`src/rtl/dslink_pkg.sv`:
```
package dslink_pkg;

    typedef enum logic [1:0] {
        CODE_FCT = 2'b00,
        CODE_EOP = 2'b01,
        CODE_EEP = 2'b10,
        CODE_ESC = 2'b11
    } ctrl_code_e;

    localparam int FRAME_W = 10;

    typedef struct packed {
        logic       is_ctrl;
        logic [7:0] payload;
    } token_t;

    function automatic logic [3:0] len_of(token_t t);
        return t.is_ctrl ? 4'd4 : 4'd10;
    endfunction

    function automatic logic payload_par(token_t t);
        return t.is_ctrl ? ^t.payload[1:0] : ^t.payload;
    endfunction

    // frame bit 0 leaves first: parity, flag, then payload LSB first
    function automatic logic [FRAME_W-1:0] frame_of(token_t t, logic prev_par);
        logic par;
        par = ~(prev_par ^ t.is_ctrl);
        if (t.is_ctrl)
            return {6'b0, t.payload[1:0], t.is_ctrl, par};
        return {t.payload, t.is_ctrl, par};
    endfunction

endpackage

```
`src/rtl/dslink_rate.sv`:
```
module dslink_rate #(
    parameter int DIV_W   = 8,
    parameter int DEF_DIV = 20
) (
    input  logic             clk,
    input  logic             rst,
    input  logic             cfg_wr,
    input  logic [DIV_W-1:0] cfg_div,
    input  logic             psave,
    input  logic             boundary,
    input  logic             sel_null,
    output logic             tick
);
    localparam logic [DIV_W-1:0] DEF_V = DIV_W'(DEF_DIV);
    localparam logic [DIV_W-1:0] ONE_V = DIV_W'(1);

    logic [DIV_W-1:0] div_reg, div_act, cnt, next_div;

    assign tick     = (cnt == '0);
    assign next_div = (psave && sel_null) ? DEF_V : div_reg;

    always_ff @(posedge clk) begin
        if (rst) begin
            div_reg <= DEF_V;
            div_act <= DEF_V;
            cnt     <= '0;
        end else begin
            if (cfg_wr)
                div_reg <= (cfg_div == '0) ? ONE_V : cfg_div;
            if (tick) begin
                if (boundary) begin
                    div_act <= next_div;
                    cnt     <= next_div - ONE_V;
                end else begin
                    cnt     <= div_act - ONE_V;
                end
            end else begin
                cnt <= cnt - ONE_V;
            end
        end
    end
endmodule

```
`src/rtl/dslink_tokgen.sv`:
```
module dslink_tokgen
    import dslink_pkg::*;
(
    input  logic       clk,
    input  logic       rst,
    input  logic       tick,
    input  logic       in_valid,
    input  logic       in_is_ctrl,
    input  logic [7:0] in_data,
    output logic       in_ready,
    output logic       boundary,
    output logic       sel_null,
    output logic       bit_val
);
    logic [FRAME_W-1:0] sh, frame;
    logic [3:0]         left;
    logic               null_pend, par_acc, take;
    token_t             cur;

    assign boundary = (left == 4'd0);
    assign take     = tick && boundary;
    assign sel_null = null_pend || !in_valid;
    assign in_ready = take && !null_pend;

    always_comb begin
        if (null_pend)
            cur = '{is_ctrl: 1'b1, payload: {6'b0, CODE_FCT}};
        else if (in_valid)
            cur = '{is_ctrl: in_is_ctrl,
                    payload: in_is_ctrl ? {6'b0, in_data[1:0]} : in_data};
        else
            cur = '{is_ctrl: 1'b1, payload: {6'b0, CODE_ESC}};
        frame = frame_of(cur, par_acc);
    end

    assign bit_val = take ? frame[0] : sh[0];

    always_ff @(posedge clk) begin
        if (rst) begin
            sh        <= '0;
            left      <= 4'd0;
            null_pend <= 1'b0;
            par_acc   <= 1'b0;
        end else if (take) begin
            sh        <= frame >> 1;
            left      <= len_of(cur) - 4'd1;
            par_acc   <= payload_par(cur);
            null_pend <= !null_pend && !in_valid;
        end else if (tick) begin
            sh   <= sh >> 1;
            left <= left - 4'd1;
        end
    end
endmodule

```
`src/rtl/dslink_dsenc.sv`:
```
module dslink_dsenc (
    input  logic clk,
    input  logic rst,
    input  logic bit_vld,
    input  logic bit_val,
    output logic link_d,
    output logic link_s
);
    always_ff @(posedge clk) begin
        if (rst) begin
            link_d <= 1'b0;
            link_s <= 1'b0;
        end else if (bit_vld) begin
            link_d <= bit_val;
            if (bit_val == link_d)
                link_s <= ~link_s;
        end
    end
endmodule

```
`src/rtl/dslink_tx.sv`:
```
module dslink_tx #(
    parameter int DIV_W   = 8,
    parameter int DEF_DIV = 20
) (
    input  logic             clk,
    input  logic             rst,
    input  logic             cfg_wr,
    input  logic [DIV_W-1:0] cfg_div,
    input  logic             cfg_psave,
    input  logic             in_valid,
    input  logic             in_is_ctrl,
    input  logic [7:0]       in_data,
    output logic             in_ready,
    output logic             link_d,
    output logic             link_s
);
    logic bit_tick, boundary, sel_null, bit_val;

    dslink_rate #(.DIV_W(DIV_W), .DEF_DIV(DEF_DIV)) u_rate (
        .clk(clk), .rst(rst), .cfg_wr(cfg_wr), .cfg_div(cfg_div),
        .psave(cfg_psave), .boundary(boundary), .sel_null(sel_null),
        .tick(bit_tick)
    );

    dslink_tokgen u_tok (
        .clk(clk), .rst(rst), .tick(bit_tick), .in_valid(in_valid),
        .in_is_ctrl(in_is_ctrl), .in_data(in_data), .in_ready(in_ready),
        .boundary(boundary), .sel_null(sel_null), .bit_val(bit_val)
    );

    dslink_dsenc u_enc (
        .clk(clk), .rst(rst), .bit_vld(bit_tick), .bit_val(bit_val),
        .link_d(link_d), .link_s(link_s)
    );
endmodule

```
`config.mk`:
```
export PLATFORM = sky130hd
export DESIGN_NAME = dslink_tx
export DESIGN_NICKNAME = d
export VERILOG_FILES = /design/src/rtl/dslink_pkg.sv /design/src/rtl/dslink_rate.sv /design/src/rtl/dslink_tokgen.sv /design/src/rtl/dslink_dsenc.sv /design/src/rtl/dslink_tx.sv
export SDC_FILE = /design/constraint.sdc
export NUM_CORES = 1
export LEC_CHECK = 0
export BUFFER_PORTS_ARGS = -buffer_cell sky130_fd_sc_hd__buf_2
export CAP_MARGIN = 20
export CORE_ASPECT_RATIO = 1.1
export CORE_MARGIN = 4
export CORE_UTILIZATION = 25
export DETAILED_ROUTE_END_ITERATION = 12
export GPL_TIMING_DRIVEN = 0
export PLACE_DENSITY = 0.53
export SLEW_MARGIN = 30
export SYNTH_ARGS = -nofsm -noshare
export SYNTH_HDL_FRONTEND = slang
export SYNTH_HIERARCHICAL = 1
export SYNTH_SLANG_ARGS = --single-unit
```
`constraint.sdc`:
```
create_clock -name clk -period 3.3 [get_ports clk]
set_clock_uncertainty 0.05 [all_clocks]
set_input_delay 0.165 -clock clk [delete_from_list [all_inputs] [get_ports clk]]
set_output_delay 0.165 -clock clk [all_outputs]
set_load 0.05 [all_outputs]
```
* Yosys cells after proc, flatten, opt, wreduce, memory -nomap -nowiden
Index checks and enable logic that the tools add are counted.
** Storage, ports and cells
- Bits in registers :: 41
- Input bits :: 22
- Output and inout port bits :: 3
- Word-level logic and storage cells :: 50
** Cells by class
- Add/subtract/negate cells :: 5
- Eq/ne operators :: 1
- Multiplexer cells :: 17
- Bitwise gates (word level) :: 3
- Reduce and logical (&&, ||, !) cells :: 15
** Operator list (number)
- 2-to-1 mux 8 bit :: 5
- 2-to-1 mux 9 bit :: 4
- subtractor 8 x 1 -> 8 bit, second input constant :: 3
- 2-to-1 mux 10 bit :: 2
- zero test 8 bit :: 2
- 2-to-1 mux 4 bit :: 3
- XOR reduction 8 bit :: 1
- subtractor 4 x 1 -> 4 bit, second input constant :: 2
- logical AND 1 bit :: 4
- zero test 4 bit :: 1
- AND reduction 2 bit :: 2
- 2-to-1 mux 1 bit :: 3
- zero test 1 bit :: 2
- inverter 1 bit :: 2
- nonzero test 2 bit :: 1
- XOR reduction 2 bit :: 1
- equality test 1 bit :: 1
- logical OR 1 bit :: 1
- XOR 1 bit :: 1

* Depth between registers and ports, before layout
Gate-level depths: netlist of run 1.
- Word-level depth :: 10
- Depth in mapped cells :: 12

* Hierarchy
The synthesis of run 1 kept the hierarchy.
** Modules (own cells, without submodules)
- dslink_rate :: instances 1, cells an instance 144, area each 1229.9 µm²
- dslink_tokgen :: instances 1, cells an instance 100, area each 804.5 µm²
- dslink_dsenc :: instances 1, cells an instance 9, area each 86.3 µm²

* Worst setup path after synthesis of run 1
OpenSTA, ideal clock, no wires.
- Kind :: reg2reg
- Start :: reg u_rate.cnt[5]
- End :: reg u_tok.left[2]
- Setup time :: 0.074 ns
- Arrival time :: 2.702 ns
- Required time :: 3.176 ns
- Path slack :: 0.474 ns
- Cell stages (with the launch flop) :: 11
- Path buffers :: 2
- Period minus slack after synthesis :: 2.826 ns
- Cells stage by stage :: dfxtp_1 nor3_2 and3_1 buf_4 buf_2 or4b_4 nor2_2 a21oi_1 ha_1 or4b_1 a31oi_1
** Between the ends
- Cells in the longest elaborated chain, start to end :: 3
- Elaborated cells between the ends (all ways) :: 4
- Those cells by class :: mux (1); reduce/logical (3)
** RTL lines
- start: declaration :: RTL line dslink_rate.sv:17 : logic [DIV_W-1:0] div_reg, div_act, cnt, next_div;
- start signal: assignment :: RTL line dslink_rate.sv:33 : cnt <= next_div - ONE_V;
- start signal: assignment :: RTL line dslink_rate.sv:35 : cnt <= div_act - ONE_V;
- start signal: assignment :: RTL line dslink_rate.sv:38 : cnt <= cnt - ONE_V;
- zero test 8 bit * :: RTL line dslink_rate.sv:19 : assign tick = (cnt == '0);
- via bit_tick :: RTL line dslink_tx.sv:17 : logic bit_tick, boundary, sel_null, bit_val;
- logical AND 1 bit :: RTL line dslink_tokgen.sv:21 : assign take = tick && boundary;
- 2-to-1 mux 4 bit / nonzero test 2 bit (equally long branches)
- end signal: assignment :: RTL line dslink_tokgen.sv:46 : left <= len_of(cur) - 4'd1;
- end signal: assignment :: RTL line dslink_tokgen.sv:51 : left <= left - 4'd1;
- end: declaration :: RTL line dslink_tokgen.sv:16 : logic [3:0] left;
The timed path passes the listed nets; every way through them passes the cells marked *.
A chain may end at the register's enable or synchronous reset.

* Worst setup path after layout of run 1
- Start :: reg u_rate.cnt[1]
- End :: reg u_tok.left[2]
The elaborated chain is that of the path after synthesis.

==> results of run 1 <==
[worst reg2reg max path: stages (launching register included)]
cell	delay [ns]
dfxtp_1	0.32
nor3_1	0.30
and3_1	0.22
buf_4	0.14
clkbuf_4	0.27
or4b_4	0.54
nor2_4	0.20
a21oi_1	0.10
ha_1	0.22
or4b_1	0.52
a31oi_1	0.19
[repair_timing]
action,4_1_cts,5_1_grt
endpoints found under the hold margin,0,0
resized for setup,1,1
endpoints found under the setup margin,1,1
gates cloned,0,0
[where the power goes]
group / switching (mW) / internal, mW
combinational: 0.706 / 0.460
sequential: 0.0932 / 0.630
clock: 0.174 / 0.220
total: 0.973 / 1.31
[synthesized netlist by cell type, drive strengths merged, types with 2 or more instances]
cell	number	area share, %
a211o	4	1.7
a211oi	4	1.4
a21oi	26	6.1
a311oi	8	3.6
a31o	2	0.83
a31oi	2	0.59
and2	2	0.71
buf	6	1.8
clkbuf	9	1.6
dfxtp	41	39
ha	2	1.2
inv	6	1.1
mux2	2	1.2
mux2i	7	3.3
nand2	25	4.4
nand2b	4	1.2
nand3	12	2.8
nor2	29	5.3
nor2b	10	2.9
nor3	8	2.1
nor4	2	0.59
o21ai	3	0.71
o22ai	3	1.5
or2	2	0.59
or3	2	0.59
or4	2	0.89
or4b	2	1.1
xnor2	12	5.0
[layer usage]
metal,vias up,routed length [um],track usage (%)
met5,-,0,0
met4,0,51,2.95
met3,7,187,2.52
met2,33,2440,17.6
met1,869,2500,13.8
li1,966,-,-
[worst min path at each step]
stage                              endpoint  startpoint  depth (start not counted)
final                          u_enc/link_d         rst                          2
after global routing      u_rate/div_reg[4]  cfg_div[4]                          2
after CTS                      u_enc/link_d         rst                          2
after detailed placement  u_rate/div_reg[4]  cfg_div[4]                          2
after global placement         u_enc/link_d         rst                          2
after floorplan                u_enc/link_d         rst                          1
[layout make-up]
type / count / share of cell area, %
multi-input combinational: 190 / 48.5
sequential: 41 / 33.0
tap: 108 / 5.43
timing repair buffer: 24 / 4.83
buffer: 15 / 2.97
clock buffer: 5 / 2.77
clock inverter: 2 / 1.41
inverter: 7 / 1.06
[cell families (layout without fill, tap and decap cells)]
logic type | Yosys count | after routing | share of synthesized area [%]
buffers and inverters | 22 | 53 | 4.60
XOR/XNOR | 12 | 12 | 4.96
adder cells (fa/ha/maj) | 2 | 2 | 1.18
AO/OA/AOI/OAI | 62 | 62 | 20.7
flip-flops | 41 | 41 | 38.7
AND/OR/NAND/NOR | 105 | 105 | 25.3
multiplexers | 9 | 9 | 4.54
[metrics by stage]
| step | worst slack, ns | std cells | instance area [um^2] | util (%) |
|---|---|---|---|---|
| after floorplan | 0.474 | 253 | 2120 | - |
| after global placement | 0.0527 | 385 | 2380 | 29.4 |
| after detailed placement | 0.0198 | 385 | 2380 | 29.4 |
| after CTS | 0.0928 | 392 | 2480 | 30.7 |
| after global routing | 0.0124 | 392 | 2490 | 30.8 |
| final | 0.152 | 392 | 2490 | 30.8 |
==> out/qor.csv, run 1 <==
stage,metric,value,unit
cells_and_area,seqCellArea,821,um^2
clock_tree,clockBufferDepth,2,
setup_path,cp-end-kind,register,
setup_path,cp_data_arrival_time,3.31,ns
sta,setup_viol,0,
cells_and_area,layout_common_cells,"dfxtp_1 (41), nor2_1 (28), buf_2 (26), a21oi_1 (26), nand2_1 (25)",
status,status,completed,
setup_path,crit_chain,nor3_1 -> and3_1 -> buf_4 -> clkbuf_4 -> or4b_4 -> nor2_4 -> a21oi_1 -> ha_1 -> or4b_1 -> a31oi_1,
synthesis,synth_seq_cells,41,
place,finalWeightedCongestion,0.747,
synthesis,syn_area,2120,um^2
sta,fmax,0.318,GHz
sta,min_period,3.15,ns
synthesis,syn_inst,253,
die,rows,34,
pwr,powerDensity,918,nW/um^2
setup_path,cp_top_family,simple AND/OR/NAND/NOR gates,
setup_path,crit_path_max_incr_delay,0.54,ns
setup_path,crit_buf_inv,2,
clock_tree,cts_setup_buffers,0,
global_route,antenna_found_initial,0,
clock_tree,clock-sinks,41,
sta,fin_crit_sh,95.4,%
die,core,8080,um^2
synthesis,ys_types,56,
cells_and_area,post_route_cells_drive_above_1_share,17.6,%
global_route,grt_overflow,0,
clock_tree,htree_levels,2,
die,initial_core_util,26.2,%
detailed_routing,drtIter0Drc,74,
cells_and_area,multiInputGateArea,1210,um^2
pwr,p_total,2.28,mW
clock_tree,cts_tree,yes,
detailed_routing,dr_total_vias,1875,
global_route,grt_pass1_wl,8.53,mm
cells_and_area,antenna_cells,0,
cells_and_area,num-fill-cells,892,
die,die_w,95.8,um
sta,tns,0,ns
setup_path,criticalPathCategory,register to register,
die,fp.dieH,105,um
detailed_routing,routed_wl,5.18,mm
min_path,hold_path_class,input pin to register,
synthesis,synth_edf_count,0,
setup_path,worstPathRequired,3.46,ns
setup_path,path_depth,10,
detailed_routing,vias_per_cell,4.78,
cells_and_area,synthToLayoutAreaGrowth,17.3,%
sta,rsz0062_at_grt,false,
sta,slew_viol_final,0,
job,drv_cap,0,
setup_path,worstSetupStartpoint,u_rate/cnt[1],
synthesis,syn_nets,277,
synthesis,ys_seq_area_share,38.7,%
setup_path,endpoint,u_tok/left[2],
sta,slew_headroom,62.6,%
die,dieArea,10000,um^2
sta,hold_viol,0,
clock_tree,clockRootBuffer,clkbuf_8,
setup_path,r2r_slack,0.15,ns
die,pin_count,25,
pwr,vdd_drop_max,0.347,mV
cells_and_area,final_common_cell,dfxtp_1,
sta,max_slew.worst_pin.slew,0.554,ns
setup_path,critPathLaunchType,register,
clock_tree,hold_buffers,0,
setup_path,rr_endpoint,u_tok/left[2],
place,portBuffers,24,
setup_path,critPathMaxFanout,17,
clock_tree,path_clk_slew,0.08,ns
global_route,grt_pass1_vias,1799,
sta,holdWs,0.0322,ns
detailed_routing,drtPass1Iterations,4,
detailed_routing,ant_nets,0,
clock_tree,clk-insertion-delay-late,0.29,ns
global_route,grt_max_degree,18,
detailed_routing,wl_per_cell,13.2,um
place,hpwlAfterDp,3.81,mm
pwr,cellLeakagePower,0.891,nW
synthesis,postSynthAreaPerCell,8.38,um^2
setup_path,slowest_stage,or4b_4,
synthesis,ys.warnings.count,6,
clock_tree,numCtsBuffers,5,
setup_path,r2r-start,u_rate/cnt[1],
detailed_routing,drc,0,
cells_and_area,nets,308,
cells_and_area,largest-register,u_tok/sh,
synthesis,synth-main-ff-cell,dfxtp_1,
global_route,grtUsageTotal,10.7,%
setup_path,r2r_cells,10,
cells_and_area,largest_reg_flops,9,
synthesis,synth-async-reset-ratio,0,%
No activity file was read; power rests on OpenSTA's default activity.
==> inputs of run 2 (changes only) <==
--- a/config.mk
+++ b/config.mk
@@ -12,7 +12,7 @@
 export CORE_UTILIZATION = 25
 export DETAILED_ROUTE_END_ITERATION = 12
 export GPL_TIMING_DRIVEN = 0
-export PLACE_DENSITY = 0.53
+export PLACE_DENSITY = 0.38
 export SLEW_MARGIN = 30
 export SYNTH_ARGS = -nofsm -noshare
 export SYNTH_HDL_FRONTEND = slang
==> out/qor.csv, run 2 (same netlist as run 1, synthesis figures left out) <==
stage,metric,value,unit,change
status,status,completed,,unchanged
min_path,min_delay_path_depth,2,,unchanged
detailed_routing,drc,0,,unchanged
global_route,grt_pass1_wl,9.28,mm,was 8.53 mm
detailed_routing,dr_total_vias,1841,,was 1875
sta,rsz0062_at_grt,false,,unchanged
setup_path,rr_endpoint,u_tok/left[2],,unchanged
cells_and_area,largest_reg_flops,9,,unchanged
sta,fin_crit_sh,92.2,%,was 95.4%
setup_path,critPathMaxFanout,17,,unchanged
setup_path,cp-end-kind,register,,unchanged
setup_path,r2r-start,u_rate/cnt[1],,unchanged
cells_and_area,largest-register,u_tok/sh,,unchanged
global_route,antenna_found_initial,0,,unchanged
clock_tree,clock-sinks,41,,unchanged
clock_tree,path_clk_slew,0.08,ns,about the same
die,pin_count,25,,unchanged
clock_tree,clockBufferDepth,2,,unchanged
detailed_routing,drtPass1Iterations,4,,unchanged
detailed_routing,drtIter0Drc,51,,was 74
setup_path,slowest_stage,or4b_4,,unchanged
setup_path,r2r_cells,10,,unchanged
cells_and_area,antenna_cells,0,,unchanged
setup_path,worstPathRequired,3.47,ns,was 3.46 ns
sta,setup_viol,0,,unchanged
sta,slew_headroom,61.3,%,was 62.6%
setup_path,cp_common_cell,buf_4,,
detailed_routing,wl_per_cell,13.8,um,was 13.2 um
detailed_routing,routed_wl,5.43,mm,was 5.18 mm
sta,fmax,0.329,GHz,was 0.318 GHz
die,rows,34,,unchanged
global_route,grtUsageTotal,11.9,%,was 10.7%
setup_path,criticalPathCategory,register to register,,unchanged
cells_and_area,post_route_cells_drive_above_1_share,17.3,%,was 17.6%
setup_path,r2r_slack,0.26,ns,was 0.15 ns
clock_tree,numCtsBuffers,5,,unchanged
setup_path,crit_chain,nor3_1 -> and3_1 -> buf_4 -> buf_4 -> or4b_4 -> nor2_4 -> a21oi_1 -> ha_1 -> or4b_1 -> a31oi_1,,was nor3_1 -> and3_1 -> buf_4 -> clkbuf_4 -> or4b_4 -> nor2_4 -> a21oi_1 -> ha_1 -> or4b_1 -> a31oi_1
clock_tree,cts_tree,yes,,unchanged
sta,slew_viol_final,0,,unchanged
pwr,cellLeakagePower,0.882,nW,was 0.891 nW
setup_path,critPathLaunchType,register,,unchanged
setup_path,cp_data_arrival_time,3.21,ns,was 3.31 ns
job,drv_cap,0,,unchanged
sta,max_slew.worst_pin.slew,0.580,ns,was 0.554 ns
place,portBuffers,24,,unchanged
cells_and_area,synthToLayoutAreaGrowth,16.5,%,was 17.3%
min_path,min_from,rst,,unchanged
cells_and_area,final_common_cell,dfxtp_1,,unchanged
clock_tree,clk-insertion-delay-late,0.29,ns,about the same
pwr,powerDensity,902,nW/um^2,was 918 nW/um^2
setup_path,crit_path_max_incr_delay,0.53,ns,was 0.54 ns
detailed_routing,ant_nets,0,,unchanged
global_route,grt_pass1_vias,1845,,was 1799
sta,min_period,3.04,ns,was 3.15 ns
die,dieArea,10000,um^2,unchanged
pwr,vdd_drop_max,0.324,mV,was 0.347 mV
global_route,grt_max_degree,18,,unchanged
sta,hold_viol,0,,unchanged
min_path,worstHoldEndpoint,u_enc/link_d,,unchanged
cells_and_area,utilization,30.6,%,was 30.8%
die,die_w,95.8,um,unchanged
clock_tree,cts_setup_buffers,0,,unchanged
place,finalWeightedCongestion,0.737,,was 0.747
die,initial_core_util,26.2,%,unchanged
place,hpwlAfterDp,4.07,mm,was 3.81 mm
clock_tree,clockRootBuffer,clkbuf_8,,unchanged
clock_tree,htree_levels,2,,unchanged
cells_and_area,nets,308,,unchanged
global_route,grt_overflow,0,,unchanged
detailed_routing,vias_per_cell,4.70,,was 4.78
die,fp.dieH,105,um,unchanged
cells_and_area,layout_common_cells,"dfxtp_1 (41), nor2_1 (28), buf_2 (26), a21oi_1 (26), nand2_1 (25)",,unchanged
die,core,8080,um^2,unchanged
min_path,hold_path_class,input pin to register,,unchanged
sta,tns,0,ns,unchanged
run 2: cell count changes in the layout (fill, tap and decap cells not counted), sizes merged:
cell	before	now
bufinv	1	0
buf	29	30
clkbuf	15	16
clkinv	2	1
run 2: worst max-delay path by stage:
| stage | startpoint | cells past startpoint | endpoint |
|---|---|---|---|
| 3_5_place_dp | u_rate/cnt[5] | 10 | u_tok/left[2] |
| 6_report | u_rate/cnt[1] | 10 | u_tok/left[2] |
| 5_1_grt | u_rate/cnt[1] | 10 | u_tok/left[2] |
| 2_1_floorplan | u_rate/cnt[5] | 10 | u_tok/left[2] |
| 3_3_place_gp | u_rate/cnt[5] | 10 | u_tok/left[2] |
| 4_1_cts | u_rate/cnt[5] | 10 | u_tok/left[2] |
run 2: power breakdown:
group          switching (mW)  internal [mW]  total, mW
combinational           0.704          0.461       1.17
sequential             0.0955          0.630      0.726
clock                   0.172          0.166      0.338
run 2: per-stage QoR:
step	hold slack, ns	std cells	area, um^2	power, mW	worst slack (ns)
after floorplan	0.187	253	2120	1.63	0.474
after global placement	0.341	385	2380	1.91	0.0256
after detailed placement	0.341	385	2380	1.91	0.0573
after CTS	0.0244	392	2460	2.25	0.0172
after global routing	0.0377	392	2470	2.45	0.00550
final	0.0362	392	2470	2.23	0.257
run 2: critical path, delay by kind of cell, from the launching register on:
kind,cells,cell delay (ns)
and+or+nand+nor,5,1.70
AOI/OAI and AO/OA,2,0.30
buffers and inverters,2,0.37
DFF,1,0.33
adders and majority gates,1,0.22
run 2: cell type report:
class / count / area [um^2]
Clock buffer: 7 / 86.3
Sequential cell: 41 / 821
Inverter: 7 / 26.3
Fill cell: 913 / 5610
Timing Repair Buffer: 24 / 120
Multi-Input combinational cell: 190 / 1210
Buffer: 15 / 73.8
Tap cell: 108 / 135
run 2: repair_timing:
item                                   CTS  global route
endpoints found under the hold margin    0             0
setup endpoints to repair                0             2
resized for setup                        0             3
hold buffers                             0             0
run 2: per-layer routing:
metal | up-vias | wire (um) | GRT usage [%]
met1 | 849 | 2470 | 14.7
met5 | - | 0 | 0
li1 | 964 | - | -
met4 | 0 | 77 | 3.66
met2 | 21 | 2670 | 20.3
met3 | 7 | 206 | 2.52
==> inputs of run 3 (changes only) <==
--- a/config.mk
+++ b/config.mk
@@ -7,12 +7,12 @@
 export LEC_CHECK = 0
 export BUFFER_PORTS_ARGS = -buffer_cell sky130_fd_sc_hd__buf_2
 export CAP_MARGIN = 20
-export CORE_ASPECT_RATIO = 1.1
-export CORE_MARGIN = 4
+export CORE_ASPECT_RATIO = 1.5
 export CORE_UTILIZATION = 25
 export DETAILED_ROUTE_END_ITERATION = 12
 export GPL_TIMING_DRIVEN = 0
 export PLACE_DENSITY = 0.38
+export SKIP_CTS_REPAIR_TIMING = 1
 export SLEW_MARGIN = 30
 export SYNTH_ARGS = -nofsm -noshare
 export SYNTH_HDL_FRONTEND = slang
==> out/qor.csv, run 3 (same netlist as run 1, synthesis figures left out) <==
stage,metric,value,unit,change
status,status,completed,,unchanged
global_route,grt_overflow,0,,unchanged
cells_and_area,largest_reg_flops,9,,unchanged
place,hpwlAfterDp,4.23,mm,was 4.07 mm
sta,fmax,0.329,GHz,about the same
detailed_routing,vias_per_cell,4.70,,about the same
pwr,p_comb_share,47.2,%,was 52.3%
die,initial_core_util,26.2,%,about the same
detailed_routing,routed_wl,5.69,mm,was 5.43 mm
setup_path,worstPathRequired,3.46,ns,was 3.47 ns
clock_tree,cts_tree,yes,,unchanged
setup_path,criticalPathCategory,register to register,,unchanged
detailed_routing,wl_per_cell,14.6,um,was 13.8 um
detailed_routing,drtIter0Drc,85,,was 51
cells_and_area,utilization,31.5,%,was 30.6%
sta,max_slew.worst_pin.slew,0.530,ns,was 0.580 ns
pwr,vdd_drop_max,0.291,mV,was 0.324 mV
clock_tree,clockRootBuffer,clkbuf_16,,was clkbuf_8
pwr,p_clk_share,23.3,%,was 15.2%
sta,slew_viol_final,0,,unchanged
cells_and_area,largest-register,u_tok/sh,,unchanged
clock_tree,clockBufferDepth,2,,unchanged
global_route,antenna_found_initial,0,,unchanged
setup_path,critPathLaunchType,register,,unchanged
place,place_area,2370,um^2,was 2380 um^2
cells_and_area,multiInputGateArea,1210,um^2,unchanged
cells_and_area,num-fill-cells,883,,was 913
pwr,pwr-share-seq,29.6,%,was 32.6%
die,core,8110,um^2,was 8080 um^2
clock_tree,htree_levels,2,,unchanged
sta,hold_viol,0,,unchanged
setup_path,cp_data_arrival_time,3.19,ns,was 3.21 ns
cells_and_area,antenna_cells,0,,unchanged
sta,holdWs,0.0397,ns,was 0.0362 ns
sta,rsz0062_at_grt,false,,unchanged
pwr,p_sw,0.996,mW,was 0.971 mW
job,drv_cap,0,,unchanged
pwr,powerDensity,967,nW/um^2,was 902 nW/um^2
global_route,grt_max_degree,18,,unchanged
place,portBuffers,24,,unchanged
global_route,grt_pass1_vias,1950,,was 1845
cells_and_area,seqCellArea,821,um^2,unchanged
die,pin_count,25,,unchanged
clock_tree,clock-sinks,41,,unchanged
pwr,switching_share,40.4,%,was 43.6%
min_path,hold_path_class,input pin to register,,unchanged
detailed_routing,dr_total_vias,1833,,was 1841
global_route,grt_pass1_wl,9.75,mm,was 9.28 mm
sta,slew_headroom,64.2,%,was 61.3%
die,die_w,77.2,um,was 95.8 um
die,rows,40,,was 34
cells_and_area,post_route_cells_drive_above_1_share,17.5,%,was 17.3%
clock_tree,clk-insertion-delay-late,0.29,ns,about the same
global_route,grtUsageTotal,14.3,%,was 11.9%
sta,setup_viol,0,,unchanged
die,fp.dieH,115,um,was 105 um
pwr,cellLeakagePower,0.922,nW,was 0.882 nW
die,dieArea,8860,um^2,was 10000 um^2
cells_and_area,stdcell_area,2550,um^2,was 2470 um^2
sta,tns,0,ns,unchanged
pwr,p_int,1.47,mW,was 1.26 mW
sta,worst_slack,0.265,ns,was 0.257 ns
cells_and_area,layout_common_cells,"dfxtp_1 (41), nor2_1 (28), buf_2 (26), a21oi_1 (26), nand2_1 (25)",,unchanged
cells_and_area,synthToLayoutAreaGrowth,20.4,%,was 16.5%
detailed_routing,ant_nets,0,,unchanged
min_path,min_delay_path_depth,2,,unchanged
clock_tree,numCtsBuffers,5,,unchanged
setup_path,r2r_cells,10,,unchanged
setup_path,critPathMaxFanout,17,,unchanged
cells_and_area,final_common_cell,dfxtp_1,,unchanged
cells_and_area,nets,308,,unchanged
sta,fin_crit_sh,92.0,%,was 92.2%
detailed_routing,drc,0,,unchanged
sta,min_period,3.04,ns,about the same
setup_path,cp-end-kind,register,,unchanged
place,dp_worst_setup_slack,0.0152,ns,was 0.0573 ns
clock_tree,path_clk_slew,0.06,ns,was 0.08 ns
place,finalWeightedCongestion,0.725,,was 0.737
detailed_routing,drtPass1Iterations,4,,unchanged
==> run 3: cell types whose count changed in the layout (fill, tap and decap cells not counted), sizes merged <==
cell	change
bufinv	+1
==> run 3: worst paths after layout <==
| kind | start | slack, ns | to |
|---|---|---|---|
| hold reg to reg | u_rate/div_act[6] | 0.40 | u_rate/div_act[6] |
| hold / removal | rst | 0.04 | u_enc/link_d |
| setup reg to reg | u_rate/cnt[5] | 0.26 | u_tok/left[2] |
| setup / recovery | u_rate/cnt[5] | 0.26 | u_tok/left[2] |
==> run 3: power by group through the flow <==
stage	registers, mW	logic [mW]	clock network (mW)
6_report	0.729	1.16	0.574
5_1_grt	0.750	1.32	0.617
4_1_cts	0.729	1.18	0.595
3_5_place_dp	0.740	1.17	0
3_3_place_gp	0.738	1.17	0
2_1_floorplan	0.744	0.882	0
==> run 3: layer usage <==
layer / track usage (%) / vias up / wire length (um)
met5: 0 / - / 0
met4: 5.66 / 0 / 91
met3: 2.86 / 5 / 152
met2: 27.3 / 24 / 3100
met1: 15.2 / 843 / 2340
li1: - / 961 / -
==> run 3: layout make-up <==
type                            count  share of cell area (%)
Multi-Input combinational cell    190                    47.3
Sequential cell                    41                    32.2
Clock buffer                        7                    5.59
Tap cell                          105                    5.15
Timing Repair Buffer               24                    4.71
Buffer                             15                    2.89
Clock inverter                      1                    1.18
Inverter                            7                    1.03
==> run 3: per-stage QoR <==
step / power [mW] / std cells
after floorplan: 1.63 / 253
final: 2.47 / 390
after global placement: 1.91 / 382
after detailed placement: 1.91 / 382
after global routing: 2.69 / 390
after CTS: 2.50 / 390
==> run 3: worst max-delay path: stages (launching register included) <==
cell and delay, ns:
dfxtp_1 0.33, nor3_2 0.26, and3_1 0.19, buf_4 0.13, buf_4 0.23, or4b_4 0.53
nor2_4 0.21, a21oi_1 0.10, ha_1 0.22, or4b_1 0.51, a31oi_1 0.20
